==> src/rtl/spi_master_pkg.sv <==
package spi_master_pkg;
  localparam int HALF_W = 7;

  typedef enum logic [1:0] {
    REG_CTRL = 2'd0,
    REG_STAT = 2'd1,
    REG_DATA = 2'd2,
    REG_NONE = 2'd3
  } reg_sel_e;

  typedef struct packed {
    logic       irq_en;
    logic       enable;
    logic       lsb_first;
    logic       master;
    logic       cpol;
    logic       cpha;
    logic [1:0] rate;
  } ctrl_t;

  // System clocks per SCK half period
  function automatic logic [HALF_W-1:0] half_period(input logic [1:0] rate, input logic dbl);
    logic [HALF_W-1:0] h;
    case (rate)
      2'd0:    h = HALF_W'(2);
      2'd1:    h = HALF_W'(8);
      2'd2:    h = HALF_W'(32);
      default: h = HALF_W'(64);
    endcase
    return dbl ? (h >> 1) : h;
  endfunction
endpackage

==> src/rtl/spi_prescaler.sv <==
module spi_prescaler
  import spi_master_pkg::*;
(
  input  logic              clk,
  input  logic              rst_n,
  input  logic              run,
  input  logic [HALF_W-1:0] half,
  output logic              tick
);
  logic [HALF_W-1:0] cnt_q;

  assign tick = run && (cnt_q >= half - HALF_W'(1));

  always_ff @(posedge clk or negedge rst_n) begin
    if (!rst_n)             cnt_q <= '0;
    else if (!run || tick)  cnt_q <= '0;
    else                    cnt_q <= cnt_q + HALF_W'(1);
  end
endmodule

==> src/rtl/spi_shift_engine.sv <==
module spi_shift_engine #(
  parameter int DATA_W = 8
) (
  input  logic              clk,
  input  logic              rst_n,
  input  logic              start,
  input  logic              abort,
  input  logic [DATA_W-1:0] txd,
  input  logic              cpol,
  input  logic              cpha,
  input  logic              lsb_first,
  input  logic              tick,
  input  logic              miso,
  output logic              busy,
  output logic              sck,
  output logic              mosi,
  output logic              done,
  output logic              sample_ev,
  output logic              shift_ev,
  output logic [DATA_W-1:0] rx_data
);
  localparam int BIT_W  = $clog2(DATA_W);
  localparam int EDGES  = 2 * DATA_W;
  localparam int EDGE_W = $clog2(EDGES);

  logic [EDGE_W-1:0] edge_q;
  logic [BIT_W-1:0]  bit_q, pos;
  logic              lvl_q;
  logic [DATA_W-1:0] tx_q, rx_q, rx_next;
  logic              lead, last_edge;

  assign pos       = lsb_first ? bit_q : BIT_W'(DATA_W - 1) - bit_q;
  assign lead      = ~edge_q[0];
  assign last_edge = edge_q == EDGE_W'(EDGES - 1);
  assign sample_ev = busy && tick && (lead != cpha);
  assign shift_ev  = busy && tick && (lead == cpha) && edge_q != '0 && !last_edge;
  assign done      = busy && tick && last_edge && !abort;
  assign sck       = busy ? lvl_q : cpol;
  assign mosi      = busy ? tx_q[pos] : 1'b0;

  always_comb begin
    rx_next = rx_q;
    if (sample_ev) rx_next[pos] = miso;
  end

  always_ff @(posedge clk or negedge rst_n) begin
    if (!rst_n) begin
      busy    <= 1'b0;
      edge_q  <= '0;
      bit_q   <= '0;
      lvl_q   <= 1'b0;
      tx_q    <= '0;
      rx_q    <= '0;
      rx_data <= '0;
    end else if (abort) begin
      busy <= 1'b0;
    end else if (start) begin
      busy   <= 1'b1;
      edge_q <= '0;
      bit_q  <= '0;
      lvl_q  <= cpol;
      tx_q   <= txd;
    end else if (busy && tick) begin
      lvl_q  <= ~lvl_q;
      edge_q <= edge_q + EDGE_W'(1);
      rx_q   <= rx_next;
      if (shift_ev) bit_q <= bit_q + BIT_W'(1);
      if (last_edge) begin
        busy    <= 1'b0;
        rx_data <= rx_next;
      end
    end
  end
endmodule

==> src/rtl/spi_master_regs.sv <==
module spi_master_regs
  import spi_master_pkg::*;
#(
  parameter int DATA_W = 8
) (
  input  logic              clk,
  input  logic              rst_n,
  input  logic [1:0]        reg_sel,
  input  logic              wr_en,
  input  logic              rd_en,
  input  logic [DATA_W-1:0] wdata,
  output logic [DATA_W-1:0] rdata,
  output logic              sck,
  output logic              mosi,
  input  logic              miso,
  output logic              irq
);
  ctrl_t             ctrl_q;
  logic              dbl_q, spif_q, wcol_q, arm_q;
  logic              ctrl_wr, stat_wr, stat_rd, data_wr, data_acc;
  logic              busy, tick, done, start, sample_ev, shift_ev;
  logic [DATA_W-1:0] rx_data;
  logic [HALF_W-1:0] half;

  assign ctrl_wr  = wr_en && reg_sel == REG_CTRL;
  assign stat_wr  = wr_en && reg_sel == REG_STAT;
  assign stat_rd  = rd_en && reg_sel == REG_STAT;
  assign data_wr  = wr_en && reg_sel == REG_DATA;
  assign data_acc = (wr_en || rd_en) && reg_sel == REG_DATA;
  assign start    = data_wr && ctrl_q.enable && ctrl_q.master && !busy;
  assign half     = half_period(ctrl_q.rate, dbl_q);
  assign irq      = spif_q && ctrl_q.irq_en;

  always_comb begin
    case (reg_sel)
      REG_CTRL: rdata = ctrl_q;
      REG_STAT: rdata = {spif_q, wcol_q, 5'b0, dbl_q};
      REG_DATA: rdata = rx_data;
      default:  rdata = '0;
    endcase
  end

  always_ff @(posedge clk or negedge rst_n) begin
    if (!rst_n) begin
      ctrl_q <= '0;
      dbl_q  <= 1'b0;
      spif_q <= 1'b0;
      wcol_q <= 1'b0;
      arm_q  <= 1'b0;
    end else begin
      if (ctrl_wr) ctrl_q <= ctrl_t'(wdata);
      if (stat_wr) dbl_q  <= wdata[0];
      if (stat_rd && (spif_q || wcol_q)) arm_q <= 1'b1;
      if (data_acc && arm_q) begin
        spif_q <= 1'b0;
        wcol_q <= 1'b0;
        arm_q  <= 1'b0;
      end
      if (data_wr && busy) wcol_q <= 1'b1;
      if (done)            spif_q <= 1'b1;
    end
  end

  spi_prescaler u_pre (
    .clk (clk),
    .rst_n (rst_n),
    .run (busy),
    .half (half),
    .tick (tick)
  );

  spi_shift_engine #(.DATA_W(DATA_W)) u_eng (
    .clk       (clk),
    .rst_n     (rst_n),
    .start     (start),
    .abort     (!ctrl_q.enable),
    .txd       (wdata),
    .cpol      (ctrl_q.cpol),
    .cpha      (ctrl_q.cpha),
    .lsb_first (ctrl_q.lsb_first),
    .tick      (tick),
    .miso      (miso),
    .busy      (busy),
    .sck       (sck),
    .mosi      (mosi),
    .done      (done),
    .sample_ev (sample_ev),
    .shift_ev  (shift_ev),
    .rx_data   (rx_data)
  );
endmodule

==> config.mk <==
export PLATFORM = sky130hd
export DESIGN_NAME = spi_master_regs
export DESIGN_NICKNAME = d
export VERILOG_FILES = /design/src/rtl/spi_master_pkg.sv /design/src/rtl/spi_prescaler.sv /design/src/rtl/spi_shift_engine.sv /design/src/rtl/spi_master_regs.sv
export SDC_FILE = /design/constraint.sdc
export NUM_CORES = 1
export LEC_CHECK = 0
export CORE_UTILIZATION = 39
export CTS_BUF_LIST = sky130_fd_sc_hd__clkbuf_16
export DETAILED_ROUTE_END_ITERATION = 8
export SYNTH_ARGS = -nofsm -noshare
export SYNTH_HDL_FRONTEND = slang
export SYNTH_SLANG_ARGS = --single-unit
==> constraint.sdc <==
create_clock -name clk -period 4 [get_ports clk]
set_clock_uncertainty 0.15 [all_clocks]
set_input_delay 0.8 -clock clk [delete_from_list [all_inputs] [get_ports clk]]
set_output_delay 0.8 -clock clk [all_outputs]
set_load 0.02 [all_outputs]
## Yosys cells after proc, flatten, opt, wreduce, memory -nomap -nowiden

Index checks and enable logic that the tools add are counted.

- Add/subtract/negate cells: 5
- Multipliers: 0
- Divide/modulo/power cells: 0
- Magnitude comparators: 3
- Equality and inequality tests: 9
- Shift operators: 0
- Mux-type cells: 29
- Bitwise gates (word level): 3
- Reductions and logical operators: 40

Operator list:

| cell | count |
|---|---|
| one-hot mux 8 bit (3 select lines) | 1 |
| logical AND 1 bit | 21 |
| one-hot mux 7 bit (3 select lines) | 1 |
| two-way mux 1 bit | 15 |
| two-way mux 7 bit | 2 |
| two-way mux 3 bit | 4 |
| nonzero test 2 bit | 5 |
| bitwise mux 8 bit | 1 |
| two-way mux 4 bit | 2 |
| two-way mux 8 bit | 1 |
| adder 7 x 1 -> 7 bit (second input constant) | 1 |
| >= comparator 7 bit | 1 |
| subtractor 7 x 1 -> 7 bit (second input constant) | 1 |
| != test 3 x 1 -> 1 bit (second input constant) | 2 |
| AND reduction 2 bit | 3 |
| AND reduction 3 bit | 2 |
| adder 4 x 1 -> 4 bit (second input constant) | 1 |
| equality test 2 x 1 -> 1 bit (second input constant) | 2 |
| equality test 2 bit (second input constant) | 2 |
| equality test 4 bit (second input constant) | 1 |
| zero test 2 bit | 2 |
| less-than comparator 3 x 4 -> 1 bit (second input constant) | 1 |
| AND reduction 4 bit | 1 |
| nonzero test 4 bit | 1 |
| 10 further kinds | 15 |

- Register bits: 52
- Latch bits: 0
- RAM bits: 0
- ROM bits: 0
- Bits of input ports: 15
- Output and inout port bits: 11
- Word-level logic and storage cells: 108
- Memories: 0

## Longest topological paths before layout

Gate-level depths: netlist of run 1.

- Word-level depth: 13
- Gate-level depth with buffers: 14
- Mapped depth without buffers: 13

## Hierarchy

A second synthesis of run 1 with hierarchy kept.

- Cells, all modules: 329
- Area, all modules: 3385.7 µm²

Modules (own cells, without submodules):

| module | times used | cells an instance | area each (µm²) | seq. area each (µm²) |
|---|---|---|---|---|
| spi_shift_engine | 1 | 195 | 2103.3 | 825.8 |
| spi_master_regs | 1 | 73 | 720.7 | 300.3 |
| spi_prescaler | 1 | 61 | 561.8 | 175.2 |

## Least setup slack after synthesis of run 1

OpenSTA, ideal clock, no wires.

- Kind: register -> register
- Start point: register ctrl_q[1] (netlist bit)
- End point: register u_eng.lvl_q
- Library setup time: 0.126 ns
- Data arrival time: 2.922 ns
- Data required time: 3.724 ns
- Slack: 0.802 ns
- Stages on the path, launching flop included: 14
- Path buffers: 1
- Clock period less this slack: 3.198 ns
- Path through: dfrtp_1 -> or3_1 -> ha_1 -> nor2_1 -> a21oi_1 -> nor2_1 -> a31oi_1 -> ha_1 -> a21o_1 -> a221o_1 -> a41oi_2 -> buf_6 -> nor2_2 -> a221o_1

- Cells in the longest elaborated chain, start to end: 9
- Elaborated cells on any way between the ends: 11
- Classes of those cells: add/sub (1); order compare (1); eq/ne (2); mux (2); reduce/logical (5)

RTL lines:

| what | RTL line | source |
|---|---|---|
| start, declared | spi_master_regs.sv:18 | `ctrl_t ctrl_q;` |
| start signal, assigned | spi_master_regs.sv:51 | `if (ctrl_wr) ctrl_q <= ctrl_t'(wdata);` |
| equality test 2 bit, or another cell as far along | spi_master_pkg.sv:24 | `case (rate)` |
| one-hot mux 7 bit (3 select lines) * | spi_master_pkg.sv:24 |  |
| two-way mux 7 bit * | spi_master_pkg.sv:30 | `return dbl ? (h >> 1) : h;` |
| subtractor 7 x 1 -> 7 bit * | spi_prescaler.sv:12 | `assign tick = run && (cnt_q >= half - HALF_W'(1));` |
| >= comparator 7 bit * | spi_prescaler.sv:12 |  |
| logical AND 1 bit * | spi_prescaler.sv:12 |  |
| logical AND 1 bit * | spi_shift_engine.sv:63 | `end else if (busy && tick) begin` |
| nonzero test 2 bit (no source line) * | -- |  |
| AND reduction 2 bit (no source line) * | -- |  |
| end signal, assigned | spi_shift_engine.sv:61 | `lvl_q <= cpol;` |
| end signal, assigned | spi_shift_engine.sv:64 | `lvl_q <= ~lvl_q;` |
| end, declared | spi_shift_engine.sv:28 | `logic lvl_q;` |

Every way passes the cells marked *; elsewhere a longest branch is shown, timed or not.
A chain may end at the register's enable or synchronous reset.

## Worst setup path in the final report of run 1

Ends and elaborated chain as after synthesis.

==> results of run 1 <==
[worst max-delay path by stage]
stage | endpoint | slack (ps)
6_report | u_eng.lvl_q | 470
5_1_grt | u_eng.lvl_q | 200
4_1_cts | u_eng.lvl_q | 490
3_5_place_dp | u_eng.lvl_q | 480
3_3_place_gp | u_eng.lvl_q | 590
2_1_floorplan | u_eng.lvl_q | 800
[state kept, by name, summed over array words and instances (netlist names)]
name           flops
ctrl_q             8
u_eng.rx_data      8
u_eng.rx_q         8
u_eng.tx_q         8
u_pre.cnt_q        7
u_eng.edge_q       4
u_eng.bit_q        3
arm_q              1
dbl_q              1
spif_q             1
u_eng.busy         1
u_eng.lvl_q        1
wcol_q             1
[layer usage]
layer | wire (um) | part of all wire, % | up-vias
li1 | - | - | 1159
met1 | 3414 | 50 | 1142
met2 | 3110 | 46 | 34
met3 | 180 | 2.6 | 11
met4 | 119 | 1.7 | 0
met5 | 0 | 0 | -
[cell families (layout without fill, tap and decap cells)]
family / Yosys count / count (layout) / share of synthesized area [%]
AOI/OAI and AO/OA: 62 / 62 / 13.52
xor gates and xnor gates: 10 / 10 / 2.959
adders and majority gates: 12 / 12 / 5.072
buffers and inverters: 19 / 46 / 2.958
DFF: 52 / 52 / 43.96
muxes: 29 / 29 / 11.41
and+or+nand+nor: 123 / 123 / 20.12
[layout by cell type, fill, tap and decap left out, types with 2 or more instances in the layout]
master and instances:
clkinv_1 2, a21o_1 2, clkbuf_16 5, clkdlybuf4s50_1 24
nor2_1 18, nor3_1 9, inv_1 7, o31ai_1 9
a21oi_1 15, o21ai_0 9, xnor2_1 8, mux4_2 2
nand2b_1 5, nor2b_1 3, ha_1 12, mux2i_1 9
or3_1 10, clkinvlp_4 2, nand3_1 8, nand3b_1 3
buf_4 5, or2_2 3, dfrtp_1 52, o22ai_1 8
mux2_2 18, a31oi_1 10, and2_1 2, a221o_1 3
xor2_1 2, and3_1 3, nand2_1 53
[critical path, stage by stage (launching register included)]
cell     delay (ps)
dfrtp_1         440
or3_1           400
ha_1            280
nor2_1          120
a21oi_1          50
nor2_1          120
a31oi_1          60
ha_1            330
a21o_1          170
a221o_1         350
a41oi_2         160
buf_4           330
nor2_2          110
a221o_1         360
[power by group]
| group | internal [W] | switching (W) |
|---|---|---|
| sequential | 0.000607 | 0.0000792 |
| clock | 0.000230 | 0.000188 |
| combinational | 0.000207 | 0.000232 |
| total | 0.00104 | 0.000499 |
[final cells by class]
| cell class | count | area, sq um |
|---|---|---|
| Clock inverter | 3 | 18.77 |
| Clock buffer | 5 | 125.1 |
| Multi-Input combinational cell | 236 | 1572 |
| Tap cell | 99 | 123.9 |
| Sequential cell | 52 | 1301 |
| Fill cell | 712 | 3839 |
| Inverter | 8 | 30.03 |
| Timing Repair Buffer | 30 | 282.8 |
[through the flow]
stage	power (W)	setup WS [ps]	std cells	util [%]	hold slack, ps
global placement	0.001129	589.8	425	45.38	312.7
finish	0.001543	467.7	433	47.36	326.6
global route	0.001636	202.3	433	47.36	372.1
CTS	0.001558	490.8	433	47.36	328.9
detailed placement	0.001134	483.6	425	45.38	311.5
floorplan	0.001001	801.9	307	-	290.3
==> impl_metrics.tcl, run 1 <==
set metrics [dict create \
    synth_commonest_cells "nand2_1 (53), dfrtp_1 (52), mux2_2 (18), nor2_1 (18), a21oi_1 (15)" \
    period_minus_slack_ps 3532 \
    busiest_layer "met2" \
    rsz0062_at_grt "false" \
    power_density_mw_per_mm2 446.8 \
    leakage_nw 1.456 \
    worstPathRequired_ps 4030 \
    die_h_um 89.13 \
    synth_edf_count 0 \
    ctsResizeCount 0 \
    seq_area_frac_synth_pct 43.96 \
    worstReg2RegStart "ctrl_q[1]" \
    startpoint "ctrl_q[1]" \
    final_area_sq_mm 0.003453 \
    synthesis.area_sq_mm 0.002960 \
    min-delay-start "u_eng.tx_q[5]" \
    worst_pin_slew_ps 779.4 \
    postSynthCellCount 307 \
    synth_area_leaders "dfrtp_1 (44%), mux2_2 (6.8%), nand2_1 (6.7%)" \
    synth_largest_area_cell "dfrtp_1" \
    cts_setup_buffers 0 \
    syn_nets 334 \
    status "completed" \
    grt_pass1_vias 2228 \
    grt_usage_pct 18.71 \
    portBuffers 25 \
    use_met2_pct 30.12 \
    setup_viol 0 \
    async_flop_share_pct 100.0 \
    cts_buffers 5 \
    drc 0 \
    die_area_sq_mm 0.007943 \
    fin_nets 360 \
    ir_drop_uv 247.3 \
    worstPathMaxFanout 32 \
    r2r_slack_ps 470 \
    r2r_end "u_eng.lvl_q" \
    synthFlopType "dfrtp_1" \
    area_delta_synth_final_pct 16.65 \
    fin_setup_tns_ps 0 \
    grtUsageMet3_pct 3.139 \
    n_antenna_cell 0 \
    drt_iter0_markers 94 \
    synth_cell_type_count 43 \
    slew_headroom_pct 48.04 \
    num_vias 2346 \
    cts_tree "built" \
    fp-row-count 31 \
    dpl_cell_area_sq_mm 0.003309 \
    synth_seq_cells 52 \
    wl_per_cell_um 15.76 \
    htree_levels 2 \
    die_w_um 89.13 \
    cts_sinks 52 \
    dp_hpwl_um 5076 \
    use_met1_pct 25.62 \
    critPathKind "reg2reg" \
    initial_utilization_pct 40.60 \
    antenna_left 0 \
    antenna_found_initial 0 \
    cp-start-kind "flop" \
    wirelength_um 6824 \
    grt_first_pass_wirelength_um 11050 \
    timing.final.max_slew_violations 0 \
    clock_latency_ps 290 \
    coreArea_sq_mm 0.007292 \
    root_buffer "clkbuf_16" \
    grt-ovfl-total 0 \
    synth_warnings 0 \
    hold_path_class "reg2reg" \
    holdBufCountCts 0 \
    io-pin-count 26 \
    holdPathEnd "u_eng.tx_q[5]" \
    syn_avg_cell_area_sq_um 9.643 \
    hold_depth 2 \
    fin_crit_sh_pct 88.31 \
    drive_gt1_share_pct 12.57 \
    post-synth-top-count-cell "nand2_1" \
    grt_max_degree 35 \
    synth_top_area_share_pct 43.96 \
    cap_violations 0 \
    via_per_inst 5.418 \
    clk_pin_slew_worst_paths_ps 70 \
    rr_worst_depth 13 \
    worstPathArrival_ps 3560 \
    firstDrtPassIters 4 \
    critPathCaptureType "flop" \
    hold_violations 0 \
    cts_buffer_depth 2 \
    max_freq_ghz 0.2831 \
    routabilityCongestion 0.8248 \
]
Note: power is estimated with default switching activity, not from simulation.
==> run 2, diff against run 1 <==
--- a/config.mk
+++ b/config.mk
@@ -5,6 +5,7 @@
 export SDC_FILE = /design/constraint.sdc
 export NUM_CORES = 1
 export LEC_CHECK = 0
+export CORE_MARGIN = 2
 export CORE_UTILIZATION = 39
 export CTS_BUF_LIST = sky130_fd_sc_hd__clkbuf_16
 export DETAILED_ROUTE_END_ITERATION = 8
==> constraint.sdc (replaced) <==
create_clock -name clk -period 4.31 [get_ports clk]
set_clock_uncertainty 0.15 [all_clocks]
set_input_delay 0.862 -clock clk [delete_from_list [all_inputs] [get_ports clk]]
set_output_delay 0.862 -clock clk [all_outputs]
set_load 0.02 [all_outputs]
==> impl_metrics.tcl, run 2 (synthesized netlist as in run 1, its figures left out) <==
set metrics [dict create \
    status "completed" \
    hold_violations 0 \
    fin_crit_sh_pct 81.33 \
    seqPwrFrac_pct 42.3 \
    clock_latency_ps 290 \
    drc 0 \
    total_power_w 0.001502 \
    min-delay-start "u_eng.tx_q[3]" \
    worstReg2RegStart "ctrl_q[1]" \
    holdPathEnd "u_eng.tx_q[3]" \
    initial_utilization_pct 40.60 \
    grt_pass1_vias 2221 \
    worstPathArrival_ps 3540 \
    placed_cells 426 \
    clk_pin_slew_worst_paths_ps 70 \
    drt_iter0_markers 127 \
    grt_first_pass_wirelength_um 11560 \
    startpoint "ctrl_q[1]" \
    p_comb_share_pct 27.4 \
    nFillCells 731 \
    worst_slack_ps 804.8 \
    io-pin-count 26 \
    drive_gt1_share_pct 12.84 \
    intPower_w 0.001029 \
    r2r_end "u_eng.lvl_q" \
    htree_levels 2 \
    switching_power_w 0.0004731 \
    worstPathMaxFanout 32 \
    timing.final.max_slew_violations 0 \
    firstDrtPassIters 4 \
    multiInputGateArea_sq_mm 0.001572 \
    critPathKind "reg2reg" \
    critPathCaptureType "flop" \
    wl_per_cell_um 16.01 \
    max_freq_ghz 0.2853 \
    via_per_inst 5.461 \
    dp_hpwl_um 5158 \
    final_area_sq_mm 0.003485 \
    grt_max_degree 33 \
    cts_setup_buffers 0 \
    die_area_sq_mm 0.008304 \
    leakage_nw 1.479 \
    dpl_cell_area_sq_mm 0.003317 \
    antenna_left 0 \
    hold_depth 2 \
    swShare_pct 31.49 \
    root_buffer "clkbuf_16" \
    holdBufCountCts 0 \
    rsz0062_at_grt "false" \
    r2r_slack_ps 800 \
    coreArea_sq_mm 0.007292 \
    ir_drop_uv 215.7 \
    die_w_um 91.13 \
    area_delta_synth_final_pct 17.71 \
    setup_viol 0 \
    cts_buffers 5 \
    clockPowerShare_pct 30.4 \
    cap_violations 0 \
    power_density_mw_per_mm2 431.1 \
    grt_usage_pct 17.55 \
    cts_buffer_depth 2 \
    grt-ovfl-total 0 \
    period_minus_slack_ps 3505 \
    worstPathRequired_ps 4340 \
    ff_latch_area_sq_mm 0.001301 \
    fin_setup_tns_ps 0 \
    final_common_cell "nand2_1" \
    dp_slack_ps 798.4 \
    stdcell_count 434 \
    worst_pin_slew_ps 730.1 \
    fp-row-count 31 \
    wirelength_um 6947 \
    portBuffers 25 \
    mostFrequentLayoutCells "nand2_1 (53), dfrtp_1 (52), clkdlybuf4s50_1 (24), nor2_1 (18), mux2_2 (18)" \
    rr_worst_depth 13 \
    die_h_um 91.13 \
    hold_path_class "reg2reg" \
    n_antenna_cell 0 \
    num_vias 2370 \
    slew_headroom_pct 50.98 \
    antenna_found_initial 0 \
    fin_nets 361 \
    cts_sinks 52 \
    cp-start-kind "flop" \
    routabilityCongestion 0.8713 \
    ctsResizeCount 0 \
    cts_tree "built" \
]
[run 2: worst max path at each step]
| stage | end | slack, ps |
|---|---|---|
| after floorplan | u_eng.lvl_q | 1110 |
| after global placement | rdata[6] | 800 |
| after detailed placement | rdata[0] | 800 |
| after CTS | rdata[0] | 780 |
| after global routing | u_eng.lvl_q | 530 |
| final | u_eng.lvl_q | 800 |
[run 2: critical path, stage by stage (launching register included)]
cell     delay (ps)
dfrtp_1         440
or3_1           400
ha_1            280
nor2_1          140
a21oi_1          50
nor2_1           90
a31oi_1          50
ha_1            330
a21o_1          170
a221o_1         340
a41oi_2         150
buf_4           320
nor2_2          120
a221o_1         360
[run 2: per-stage QoR]
stage | hold WS (ps) | util (%)
global route | 350.7 | 47.79
finish | 328.0 | 47.79
detailed placement | 314.4 | 45.49
global placement | 307.1 | 45.49
floorplan | 290.3 | -
CTS | 333.3 | 47.79
[run 2: power by group through the flow]
stage               clock network, W  logic (W)  registers (W)
floorplan                          0   0.000310       0.000619
global placement                   0   0.000406       0.000642
detailed placement                 0   0.000411       0.000644
CTS                         0.000462   0.000414       0.000634
global route                0.000487   0.000465       0.000645
finish                      0.000456   0.000411       0.000635
[run 2: layout make-up]
class                      instances  share of cell area, %
inverter                           8                 0.8618
sequential                        52                  37.34
clock inverter                     3                  1.221
timing repair buffer              31                  8.330
tap                               99                  3.555
multi-input combinational        236                  45.10
clock buffer                       5                  3.591
[run 2: routing by layer]
metal	wire length, um	GRT usage (%)
met1	3430	24.79
met2	3225	28.21
met3	228	2.988
met4	63	4.167
met5	0	0
